===== src/rtl/bbc_pkg.sv =====
package bbc_pkg;

    localparam int unsigned NUM_CH = 2;
    localparam int unsigned NUM_HB = 2 * NUM_CH;

    // drive state of one half-bridge
    typedef enum logic [1:0] {
        HB_OFF     = 2'd0,
        HB_HIGH_HV = 2'd1,
        HB_HIGH_LV = 2'd2,
        HB_LOW     = 2'd3
    } hb_state_e;

    function automatic int unsigned cyc_of_us(input int unsigned clk_hz, input int unsigned usec);
        return (clk_hz / 32'd1_000_000) * usec;
    endfunction

endpackage


===== src/rtl/bbc_hb_map.sv =====
module bbc_hb_map
    import bbc_pkg::*;
(
    input  logic [NUM_CH-1:0] dir,
    input  logic              pwr_save,
    input  logic              drive_ok,
    output hb_state_e         hb_st [NUM_HB]
);

    hb_state_e hi_sel;

    always_comb begin
        hi_sel = pwr_save ? HB_HIGH_LV : HB_HIGH_HV;
        for (int c = 0; c < int'(NUM_CH); c++) begin
            hb_st[2*c]   = HB_OFF;
            hb_st[2*c+1] = HB_OFF;
            if (drive_ok) begin
                hb_st[2*c]   = dir[c] ? hi_sel : HB_LOW;
                hb_st[2*c+1] = dir[c] ? HB_LOW : hi_sel;
            end
        end
    end

endmodule


===== src/rtl/bbc_thermal.sv =====
module bbc_thermal #(
    parameter int unsigned TW   = 8,
    parameter int unsigned TRIP = 160,
    parameter int unsigned REL  = 140
) (
    input  logic          clk,
    input  logic          rst_n,
    input  logic [TW-1:0] temp_code,
    output logic          ot
);

    logic ot_d, ot_q;

    always_comb begin
        if (ot_q) ot_d = (temp_code > TW'(REL));
        else      ot_d = (temp_code > TW'(TRIP));
    end

    always_ff @(posedge clk or negedge rst_n) begin
        if (!rst_n) ot_q <= 1'b0;
        else        ot_q <= ot_d;
    end

    assign ot = ot_q;

    // once tripped, stays tripped until the code reaches the release level
    p_hold_above_rel_r10: assert property (@(posedge clk) disable iff (!rst_n)
        ot_q && (temp_code > TW'(REL)) |=> ot_q);
    // never trips at or below the trip level
    p_no_trip_low_r10: assert property (@(posedge clk) disable iff (!rst_n)
        !ot_q && (temp_code <= TW'(TRIP)) |=> !ot_q);

endmodule


===== src/rtl/bbc_ocp_guard.sv =====
module bbc_ocp_guard #(
    parameter int unsigned NHB       = 4,
    parameter int unsigned MASK_CYC  = 2000,
    parameter int unsigned STBY_CYC  = 2000,
    parameter int unsigned REARM_CYC = 1000
) (
    input  logic           clk,
    input  logic           rst_n,
    input  logic [NHB-1:0] oc_hi,
    input  logic [NHB-1:0] oc_lo,
    input  logic           pwr_save,
    input  logic           stby_n,
    input  logic           uv_any,
    output logic           oc_latched,
    output logic           hold_off
);

    localparam int unsigned MW = $clog2(MASK_CYC + 1);
    localparam int unsigned SW = $clog2(STBY_CYC + 1);
    localparam int unsigned RW = $clog2(REARM_CYC + 1);

    typedef struct packed {
        logic [MW-1:0] mask_cnt;
        logic [SW-1:0] low_cnt;
        logic [RW-1:0] wait_cnt;
        logic          stby_prev;
        logic          latch;
    } ocp_st_t;

    ocp_st_t d, q;
    logic    oc_seen;
    logic    long_low;
    logic    stby_rise;
    logic    clear_ok;

    always_comb begin
        oc_seen   = (|oc_lo) | ((|oc_hi) & ~pwr_save);
        long_low  = (q.low_cnt == SW'(STBY_CYC));
        stby_rise = stby_n & ~q.stby_prev;
        clear_ok  = stby_rise & long_low;

        d           = q;
        d.stby_prev = stby_n;

        // standby low-time measurement, saturating
        if (stby_n)        d.low_cnt = '0;
        else if (!long_low) d.low_cnt = q.low_cnt + SW'(1);

        // re-arm countdown
        if (q.wait_cnt != '0) d.wait_cnt = q.wait_cnt - RW'(1);

        // overcurrent qualification
        if (!oc_seen) begin
            d.mask_cnt = '0;
        end else if (q.mask_cnt != MW'(MASK_CYC - 1)) begin
            d.mask_cnt = q.mask_cnt + MW'(1);
        end else begin
            d.latch = 1'b1;
        end

        // release paths override the set
        if (uv_any) begin
            d.latch    = 1'b0;
            d.mask_cnt = '0;
        end
        if (clear_ok) begin
            d.latch    = 1'b0;
            d.mask_cnt = '0;
            d.wait_cnt = RW'(REARM_CYC - 1);
        end
    end

    always_ff @(posedge clk or negedge rst_n) begin
        if (!rst_n) q <= '0;
        else        q <= d;
    end

    assign oc_latched = q.latch;
    assign hold_off   = clear_ok | (q.wait_cnt != '0);

    p_latch_sticky_r5: assert property (@(posedge clk) disable iff (!rst_n)
        q.latch && !uv_any && !(stby_n && !q.stby_prev) |=> q.latch);
    p_uv_release_r7: assert property (@(posedge clk) disable iff (!rst_n)
        uv_any |=> !q.latch);
    p_hs_ignored_r6: assert property (@(posedge clk) disable iff (!rst_n)
        !q.latch && pwr_save && !(|oc_lo) |=> !q.latch);
    p_rearm_after_clear_r8: assert property (@(posedge clk) disable iff (!rst_n)
        $fell(q.latch) && !$past(uv_any) |-> hold_off);

endmodule


===== src/rtl/bbc_ctrl.sv =====
module bbc_ctrl
    import bbc_pkg::*;
#(
    parameter int unsigned CLK_HZ    = 100_000_000,
    parameter int unsigned MASK_US   = 20,
    parameter int unsigned STBY_US   = 20,
    parameter int unsigned REARM_US  = 10,
    parameter int unsigned TEMP_W    = 8,
    parameter int unsigned TEMP_TRIP = 160,
    parameter int unsigned TEMP_REL  = 140
) (
    input  logic              clk,
    input  logic              rst_n,
    input  logic              dir_a,
    input  logic              dir_b,
    input  logic              pwr_save,
    input  logic              stby_n,
    input  logic [3:0]        oc_hi,
    input  logic [3:0]        oc_lo,
    input  logic              uv_ctl,
    input  logic              uv_lv,
    input  logic              uv_hv_a,
    input  logic              uv_hv_b,
    input  logic [TEMP_W-1:0] temp_code,
    output logic [3:0]        en_hi_hv,
    output logic [3:0]        en_hi_lv,
    output logic [3:0]        en_lo,
    output logic              flt_oc,
    output logic              flt_uv,
    output logic              flt_ot
);

    localparam int unsigned MASK_CYC  = cyc_of_us(CLK_HZ, MASK_US);
    localparam int unsigned STBY_CYC  = cyc_of_us(CLK_HZ, STBY_US);
    localparam int unsigned REARM_CYC = cyc_of_us(CLK_HZ, REARM_US);

    typedef struct packed {
        logic [NUM_HB-1:0] hv;
        logic [NUM_HB-1:0] lv;
        logic [NUM_HB-1:0] lo;
        logic              uv;
    } out_st_t;

    out_st_t           d, q;
    logic              uv_lock, uv_any;
    logic              oc_latched, hold_off, ot;
    logic              drive_ok;
    hb_state_e         hb_st [NUM_HB];
    logic [NUM_HB-1:0] hv_n, lv_n, lo_n;

    assign uv_lock  = uv_ctl | uv_lv | (uv_hv_a & uv_hv_b);
    assign uv_any   = uv_ctl | uv_lv | uv_hv_a | uv_hv_b;
    assign drive_ok = stby_n & ~uv_lock & ~oc_latched & ~hold_off & ~ot;

    bbc_ocp_guard #(
        .NHB      (NUM_HB),
        .MASK_CYC (MASK_CYC),
        .STBY_CYC (STBY_CYC),
        .REARM_CYC(REARM_CYC)
    ) u_ocp (
        .clk       (clk),
        .rst_n     (rst_n),
        .oc_hi     (oc_hi),
        .oc_lo     (oc_lo),
        .pwr_save  (pwr_save),
        .stby_n    (stby_n),
        .uv_any    (uv_any),
        .oc_latched(oc_latched),
        .hold_off  (hold_off)
    );

    bbc_thermal #(
        .TW  (TEMP_W),
        .TRIP(TEMP_TRIP),
        .REL (TEMP_REL)
    ) u_thermal (
        .clk      (clk),
        .rst_n    (rst_n),
        .temp_code(temp_code),
        .ot       (ot)
    );

    bbc_hb_map u_map (
        .dir     ({dir_b, dir_a}),
        .pwr_save(pwr_save),
        .drive_ok(drive_ok),
        .hb_st   (hb_st)
    );

    for (genvar h = 0; h < int'(NUM_HB); h++) begin : g_hb
        assign hv_n[h] = (hb_st[h] == HB_HIGH_HV);
        assign lv_n[h] = (hb_st[h] == HB_HIGH_LV);
        assign lo_n[h] = (hb_st[h] == HB_LOW);

        p_one_switch_r4: assert property (@(posedge clk) disable iff (!rst_n)
            $countones({q.hv[h], q.lv[h], q.lo[h]}) <= 1);
    end

    always_comb begin
        d.hv = hv_n;
        d.lv = lv_n;
        d.lo = lo_n;
        d.uv = uv_lock;
    end

    always_ff @(posedge clk or negedge rst_n) begin
        if (!rst_n) q <= '0;
        else        q <= d;
    end

    assign en_hi_hv = q.hv;
    assign en_hi_lv = q.lv;
    assign en_lo    = q.lo;
    assign flt_uv   = q.uv;
    assign flt_oc   = oc_latched;
    assign flt_ot   = ot;

    p_stby_off_r3: assert property (@(posedge clk) disable iff (!rst_n)
        !stby_n |=> (en_hi_hv == '0 && en_hi_lv == '0 && en_lo == '0));
    p_uv_off_r9: assert property (@(posedge clk) disable iff (!rst_n)
        (uv_ctl || uv_lv || (uv_hv_a && uv_hv_b)) |=> (en_hi_hv == '0 && en_hi_lv == '0 && en_lo == '0));
    p_oc_off_r5: assert property (@(posedge clk) disable iff (!rst_n)
        flt_oc |=> (en_hi_hv == '0 && en_hi_lv == '0 && en_lo == '0));
    p_ot_off_r10: assert property (@(posedge clk) disable iff (!rst_n)
        flt_ot |=> (en_hi_hv == '0 && en_hi_lv == '0 && en_lo == '0));

endmodule


===== config.mk =====
export PLATFORM = sky130hd
export DESIGN_NAME = bbc_ctrl
export DESIGN_NICKNAME = d
export VERILOG_FILES = /design/src/rtl/bbc_pkg.sv /design/src/rtl/bbc_hb_map.sv /design/src/rtl/bbc_thermal.sv /design/src/rtl/bbc_ocp_guard.sv /design/src/rtl/bbc_ctrl.sv
export SDC_FILE = /design/constraint.sdc
export NUM_CORES = 1
export LEC_CHECK = 0
export CELL_PAD_IN_SITES_DETAIL_PLACEMENT = 1
export CELL_PAD_IN_SITES_GLOBAL_PLACEMENT = 1
export CORE_MARGIN = 3
export CORE_UTILIZATION = 40
export DETAILED_ROUTE_END_ITERATION = 6
export PLACE_DENSITY_LB_ADDON = 0.1
export SYNTH_ARGS = -nofsm -noshare
export SYNTH_HDL_FRONTEND = slang
export SYNTH_SLANG_ARGS = --single-unit

===== constraint.sdc =====
create_clock -name clk -period 2.8 [get_ports clk]
set_clock_uncertainty 0.05 [all_clocks]
set_input_delay 0.84 -clock clk [delete_from_list [all_inputs] [get_ports clk]]
set_output_delay 0.84 -clock clk [all_outputs]
set_load 0.01 [all_outputs]

==> summary.md, run 1 <==
| Metric | Value |
|---|---|
| Global route overflow | `0` |
| Max-Cap Viols | `0` |
| Antenna-violating nets left | `0` |
| Top cells by area, synth | `dfrtp_1, nor2_1, xor2_1` |
| Worst-Skew Late Latency | `300 ps` |
| Placed cell area | `0.00272 mm^2` |
| Clk buf depth | `2` |
| Initial DRC Count | `64` |
| CTS tree | `yes` |
| Number of global-route vias before repair | `1701` |
| Ys async rst share | `100%` |
| Total CTS buffers | `5` |
| Final setup fails | `0` |
| Critical Path Fanout Max | `13` |
| Mapped Nets | `244` |
| Routed WL | `4.83 mm` |
| Vias/cell | `5.14` |
| ANT cells | `0` |
| Worst Path Arrival | `2310 ps` |
| RSZ-0062 raised after global routing | `false` |
| Final Hold Vio Count | `0` |
| Fin crit period | `2200 ps` |
| Worst IR Drop VDD | `286 uV` |
| Fin area | `0.00279 mm^2` |
| Mapped cell area | `0.00224 mm^2` |
| Final worst slack | `599 ps` |
| FMAX | `454 MHz` |
| Final Wtd Congestion | `0.740` |
| Pre-CTS setup slack | `297 ps` |
| Routed WL per cell | `14.7 um` |
| Residual DRC | `0` |
| Synth Warn # | `0` |
| Filler cell count | `594` |
| Filler-free cell count of the finished design | `329` |
| Global-route wire length before repair | `8.11 mm` |
| Cell row count | `26` |
| Sequential area share after synthesis | `53.5%` |
| PwrDens | `465 mW/mm^2` |
| Multi-input combinational cell area | `972 um^2` |
| Clk slew on worst S/H paths | `90 ps` |
| Chip Height | `80.9 um` |
| Final hold slack | `497 ps` |
| Cts hold-fix bufs | `0` |
| I/O Buffers | `40` |
| Max-slew violations | `0` |
| Placed cells | `322` |
| Critical path endpoint category | `flip-flop` |
| Largest area contributor in the netlist | `dfrtp_1` |
| CTS Root Cell | `clkbuf_8` |
| CTS H-tree depth | `2` |
| Post-CTS resize count | `0` |
| CORE AREA | `0.00527 mm^2` |
| Hold Crit Class | `reg2reg` |
| Seq cells post-synth | `48` |
| Sequential Area | `0.00120 mm^2` |
| Post-synth top cells | `dfrtp_1, nor2_1, nand2_1` |
| Largest net degree at the start of global routing | `49` |
| Global Route Usage Sum | `16.1%` |
| Final period util | `78.6%` |
| Most common cell in the netlist | `dfrtp_1` |
| EDFF count, synth | `0` |
| Post-CTS setup buffer count | `0` |
| Initial antenna violation count | `0` |
| Startpoint types | `flip-flop` |
| Initial core utilization | `42.6%` |
| Setup TNS | `0 ps` |
| Status | `complete, no violations` |
| Die area | `0.00655 mm^2` |
| Routed via count | `1692` |
| Slew headroom | `54.4%` |
| Post-synthesis cell count | `213` |
| DPL Wire Length | `3.53 mm` |
| Top cell type's share of synthesized area | `53.5%` |
| Worst-Margin Slew | `678 ps` |
| CTS sink cnt | `48` |
| Avg Cell Area, Syn | `10.5 um^2` |
| Fraction of layout cells with a size suffix above 1 | `8.11%` |
| Synth unique cells | `42` |
| Area Growth Syn to Fin | `24.5%` |
| Drt first pass iters | `4` |
| CP Data Required Time | `2910 ps` |
| Final net count | `290` |
| Critical path class | `reg2reg` |
| Static Leak | `1.16 nW` |
| Die X | `80.9 um` |
| Main synth FF type | `dfrtp_1` |
| Ports | `41` |
through the flow:
stage          util (%)  total power [mW]
5_1_grt            53.0              1.37
3_3_place_gp       51.5             0.917
3_5_place_dp       51.5             0.923
6_report           53.0              1.30
2_1_floorplan         -             0.842
4_1_cts            53.0              1.32
critical path: stages, from the launching register on:
cell	delay, ps
dfrtp_1	440
or4b_1	590
or4_4	670
nand3_2	240
nor3_1	80
path summary, 6_finish.rpt:
| check | cells past startpoint | end | from | slack (ps) |
|---|---|---|---|---|
| hold / removal | 2 | u_ocp.q[32] | u_ocp.q[32] | 500 |
| setup reg to reg | 4 | u_ocp.q[27] | u_ocp.q[17] | 600 |
| hold reg to reg | 2 | u_ocp.q[32] | u_ocp.q[32] | 500 |
| min in group asynchronous | 2 | u_ocp.q[25] | rst_n | 570 |
| max in group asynchronous | 2 | u_ocp.q[6] | rst_n | 1690 |
| setup / recovery | 4 | u_ocp.q[27] | u_ocp.q[17] | 600 |
sequential cells by signal, indices dropped and copies added (netlist names):
register          flops
u_ocp.oc_latched      1
flt_uv                1
en_lo                 4
en_hi_hv              4
u_ocp.q              33
u_thermal.ot          1
en_hi_lv              4
cells in the final DEF, fill, tap and decap left out, types with 3 or more instances in the layout:
cell and n:
o21ai_0 4, nor2_1 31, and3_1 3, clkdlybuf4s50_1 39, xor2_1 12, xnor2_1 8, dfrtp_1 48, nand2b_1 3
nand4_1 7, mux2i_1 4, inv_1 8, a21oi_1 7, nor3_1 12, clkbuf_8 5, nand2_1 16, nand3_1 5
buf_4 4, ha_1 5, nor4_1 5
power breakdown:
group | leakage, nW | internal [mW] | switching [mW]
logic | 0.496 | 0.0764 | 0.0605
clock network | 0.0410 | 0.170 | 0.223
registers | 0.627 | 0.729 | 0.0400
total | 1.16 | 0.975 | 0.323
kinds of logic (layout without fill, tap and decap cells):
logic type	after synthesis	in the layout	synth area share, %
XOR/XNOR	20	20	7.80
adder cells (fa/ha/maj)	5	5	2.79
flip-flops	48	48	53.5
buffers and inverters	13	59	3.18
AO/OA/AOI/OAI	21	21	6.13
multiplexers	5	5	2.29
AND/OR/NAND/NOR	101	101	24.3
layout make-up:
| cell class | count | share of cell area (%) |
|---|---|---|
| Tap cell | 70 | 3.13 |
| Multi-Input combinational cell | 152 | 34.8 |
| Clock buffer | 6 | 2.60 |
| Clock inverter | 1 | 0.179 |
| Timing Repair Buffer | 44 | 15.2 |
| Inverter | 8 | 1.07 |
| Sequential cell | 48 | 43.0 |
routing by layer:
metal  up-vias  global-route usage (%)  share of wire, %
met1       826                    20.6                45
met2        22                    26.4                50
li1        837                       -                 -
met3         7                    3.99               3.8
met4         0                    5.57               1.4
met5         -                       0                 0
(Power assumes the default switching activity.)
==> inputs of run 2 (changes only) <==
--- a/config.mk
+++ b/config.mk
@@ -8,7 +8,7 @@
 export CELL_PAD_IN_SITES_DETAIL_PLACEMENT = 1
 export CELL_PAD_IN_SITES_GLOBAL_PLACEMENT = 1
 export CORE_MARGIN = 3
-export CORE_UTILIZATION = 40
+export CORE_UTILIZATION = 36
 export DETAILED_ROUTE_END_ITERATION = 6
 export PLACE_DENSITY_LB_ADDON = 0.1
 export SYNTH_ARGS = -nofsm -noshare
==> constraint.sdc (replaced) <==
create_clock -name clk -period 1.9 [get_ports clk]
set_clock_uncertainty 0.05 [all_clocks]
set_input_delay 0.57 -clock clk [delete_from_list [all_inputs] [get_ports clk]]
set_output_delay 0.57 -clock clk [all_outputs]
set_load 0.01 [all_outputs]
==> run 2 against run 1 <==
Net effect: critical path depth unchanged; the run now ends with setup timing left; highest routed layer unchanged; non-clock buffer count increased by 15; maximum frequency increased by 14%.
==> summary.md, run 2 (synthesized netlist as in run 1, its figures left out) <==
| Metric | Value |
|---|---|
| Static Leak | `1.31 nW (+13%)` |
| CTS sink cnt | `48 (unchanged)` |
| Met3 Use GR | `3.69% (-0.30 points)` |
| Clk buf depth | `2 (unchanged)` |
| Largest net degree at the start of global routing | `25 (-49%)` |
| Largest register FFs | `33 (unchanged)` |
| Chip Height | `85.0 um (+5.0%)` |
| PwrDens | `704 mW/mm^2 (+51%)` |
| CP max-delay cell | `or4b_4` |
| Critical path endpoint category | `flip-flop` |
| Die area | `0.00722 mm^2 (+10%)` |
| Number of global-route vias before repair | `1880 (+11%)` |
| GRT Max-Usage Layer | `met2` |
| Commonest cells after routing, fill and taps aside | `dfrtp_1, clkdlybuf4s50_1, nor2_1` |
| Pre-CTS setup slack | `-374 ps (-671 ps)` |
| Filler-free cell count of the finished design | `352 (+7.0%)` |
| Vias/cell | `5.07 (-1.4%)` |
| Clk slew on worst S/H paths | `90 ps (about the same)` |
| Gate power share | `10.7% (+0.2 points)` |
| CTS tree | `yes` |
| CP Data Required Time | `2040 ps (-870 ps)` |
| Hold Crit Class | `in2async` |
| Final Wtd Congestion | `0.722 (-2.3%)` |
| Initial antenna violation count | `0 (unchanged)` |
| R2R Setup Slk | `-30 ps (-630 ps)` |
| Switch share | `24.2% (-0.69 points)` |
| Final Hold Vio Count | `0 (unchanged)` |
| Worst-Margin Slew | `520 ps (-158 ps)` |
| Max stage delay on crit path | `550 ps (-120 ps)` |
| Fraction of layout cells with a size suffix above 1 | `19.5% (+11 points)` |
| Ports | `41 (unchanged)` |
| Commonest non-fill, non-tap cell in the layout | `dfrtp_1` |
| DPL Wire Length | `3.89 mm (+10%)` |
| Global Route Usage Sum | `15.4% (-0.71 points)` |
| Die X | `85.0 um (+5.0%)` |
| Worst-Skew Late Latency | `300 ps (about the same)` |
| Final net count | `307 (+5.9%)` |
| FMAX | `518 MHz (+14%)` |
| Max-slew violations | `0 (unchanged)` |
| Largest reg by FF count | `u_ocp.q` |
| Total CTS buffers | `5 (unchanged)` |
| Psw | `0.520 mW (+61%)` |
| Initial core utilization | `37.5% (-5.1 points)` |
| Startpoint types | `flip-flop` |
| Area Growth Syn to Fin | `36.1%` |
| Final worst slack | `-30.0 ps (-629 ps)` |
| Failing checks | `setup timing` |
| Worst path cell trace | `or4b_4, or4_4, nand3_4, nor3_1` |
| CTS H-tree depth | `2 (unchanged)` |
| Placed cells | `341 (+5.9%)` |
| Final hold slack | `179 ps (-318 ps)` |
| ANT cells | `0 (unchanged)` |
| Final core occ | `51.0% (-2.0 points)` |
| Routed WL per cell | `15.2 um (+3.5%)` |
| Fin crit period | `1930 ps (-271 ps)` |
| Worst IR Drop VDD | `351 uV (+23%)` |
| Routed via count | `1785 (+5.5%)` |
| Critical path class | `reg2reg` |
| Global route overflow | `0 (unchanged)` |
| Antenna-violating nets left | `0 (unchanged)` |
| Final period util | `102% (+23 points)` |
| CP top delay family | `simple AND/OR/NAND/NOR gates` |
| Residual DRC | `0 (unchanged)` |
| Drt first pass iters | `4 (unchanged)` |
| Clock power frac | `36.6% (+6.3 points)` |
| RSZ-0062 raised after global routing | `true` |
| Worst Path Arrival | `2070 ps (-240 ps)` |
| Critical Path Fanout Max | `8 (-5)` |
| I/O Buffers | `40 (unchanged)` |
| Max-Cap Viols | `0 (unchanged)` |
| Final setup fails | `13 (+13)` |
| Status | `finished with violations` |
| Met2 Track Usage GR | `26.6% (+0.12 points)` |
| CTS Root Cell | `clkbuf_8` |
| Slew headroom | `65.4% (+11 points)` |
| Global-route wire length before repair | `8.90 mm (+9.8%)` |
| Internal cell power | `1.63 mW (+67%)` |
| Cell row count | `28 (+7.7%)` |
| Met1 usage | `19.3% (-1.3 points)` |
| Seq pwr share | `52.8% (-6.4 points)` |
| CP bufs+invs | `0 (unchanged)` |
| Initial DRC Count | `54 (-16%)` |
| Routed WL | `5.35 mm (+11%)` |
| CORE AREA | `0.00599 mm^2 (+14%)` |
## run 2: cell types whose count changed in the layout (fill, tap and decap cells not counted), moves of 2 or more
cell	previous run	this run
nor3_2	0	2
buf_4	4	17
nor3b_1	2	0
nor2_2	0	5
nor3b_2	0	2
nor2_1	31	25
clkdlybuf4s50_1	39	37
nor3_1	12	10
buf_6	0	2
## run 2: cell type report
cell class | instances | area (um^2)
repair buffers | 59 | 547
flip-flops and latches | 48 | 1200
fillers | 669 | 2940
clock inverters | 2 | 38.8
well taps | 75 | 93.8
clock buffers | 6 | 82.6
inverters | 8 | 30.0
multi-input cells | 154 | 1060
## run 2: stage by stage
| step | TNS (ps) | area (um^2) | power, mW |
|---|---|---|---|
| after floorplan | 0 | 2240 | 1.24 |
| after global placement | -8190 | 2830 | 1.37 |
| after detailed placement | -8820 | 2830 | 1.38 |
| after CTS | -262 | 2990 | 2.18 |
| after global routing | -1730 | 3060 | 2.26 |
| final | -174 | 3060 | 2.15 |
## run 2: power groups by stage
stage	Clock (mW)	Combinational (mW)	Sequential [mW]
after global placement	0	0.222	1.15
after global routing	0.853	0.259	1.14
final	0.787	0.229	1.14
after CTS	0.815	0.232	1.13
after floorplan	0	0.102	1.14
after detailed placement	0	0.232	1.15
## run 2: final timing paths
| kind | startpoint | to | cells past startpoint |
|---|---|---|---|
| max | u_ocp.q[17] | u_ocp.q[27] | 4 |
| min | rst_n | u_ocp.q[25] | 1 |
| max reg2reg | u_ocp.q[17] | u_ocp.q[27] | 4 |
| min reg2reg | u_ocp.q[32] | u_ocp.q[32] | 2 |
| max in group asynchronous | rst_n | u_ocp.q[3] | 2 |
| min in group clk | u_ocp.q[32] | u_ocp.q[32] | 2 |
## run 2: repair_timing
action,4_1_cts,5_1_grt
gates resized for setup,7,15
gates cloned,1,1
buffers inserted,1,0
pin swaps,2,3
endpoints found under the setup margin,23,29
hold buffers,0,0
## run 2: worst reg2reg max path, stage by stage, from the launching register on
cell     delay (ps)
dfrtp_1         410
or4b_4          550
or4_4           540
nand3_4         200
nor3_1           80
## run 2: per-layer routing
metal  vias up  routed length, um
met4         0                 43
met2        33               2690
li1        871                  -
met1       877               2400
met3         4                219
met5         -                  0
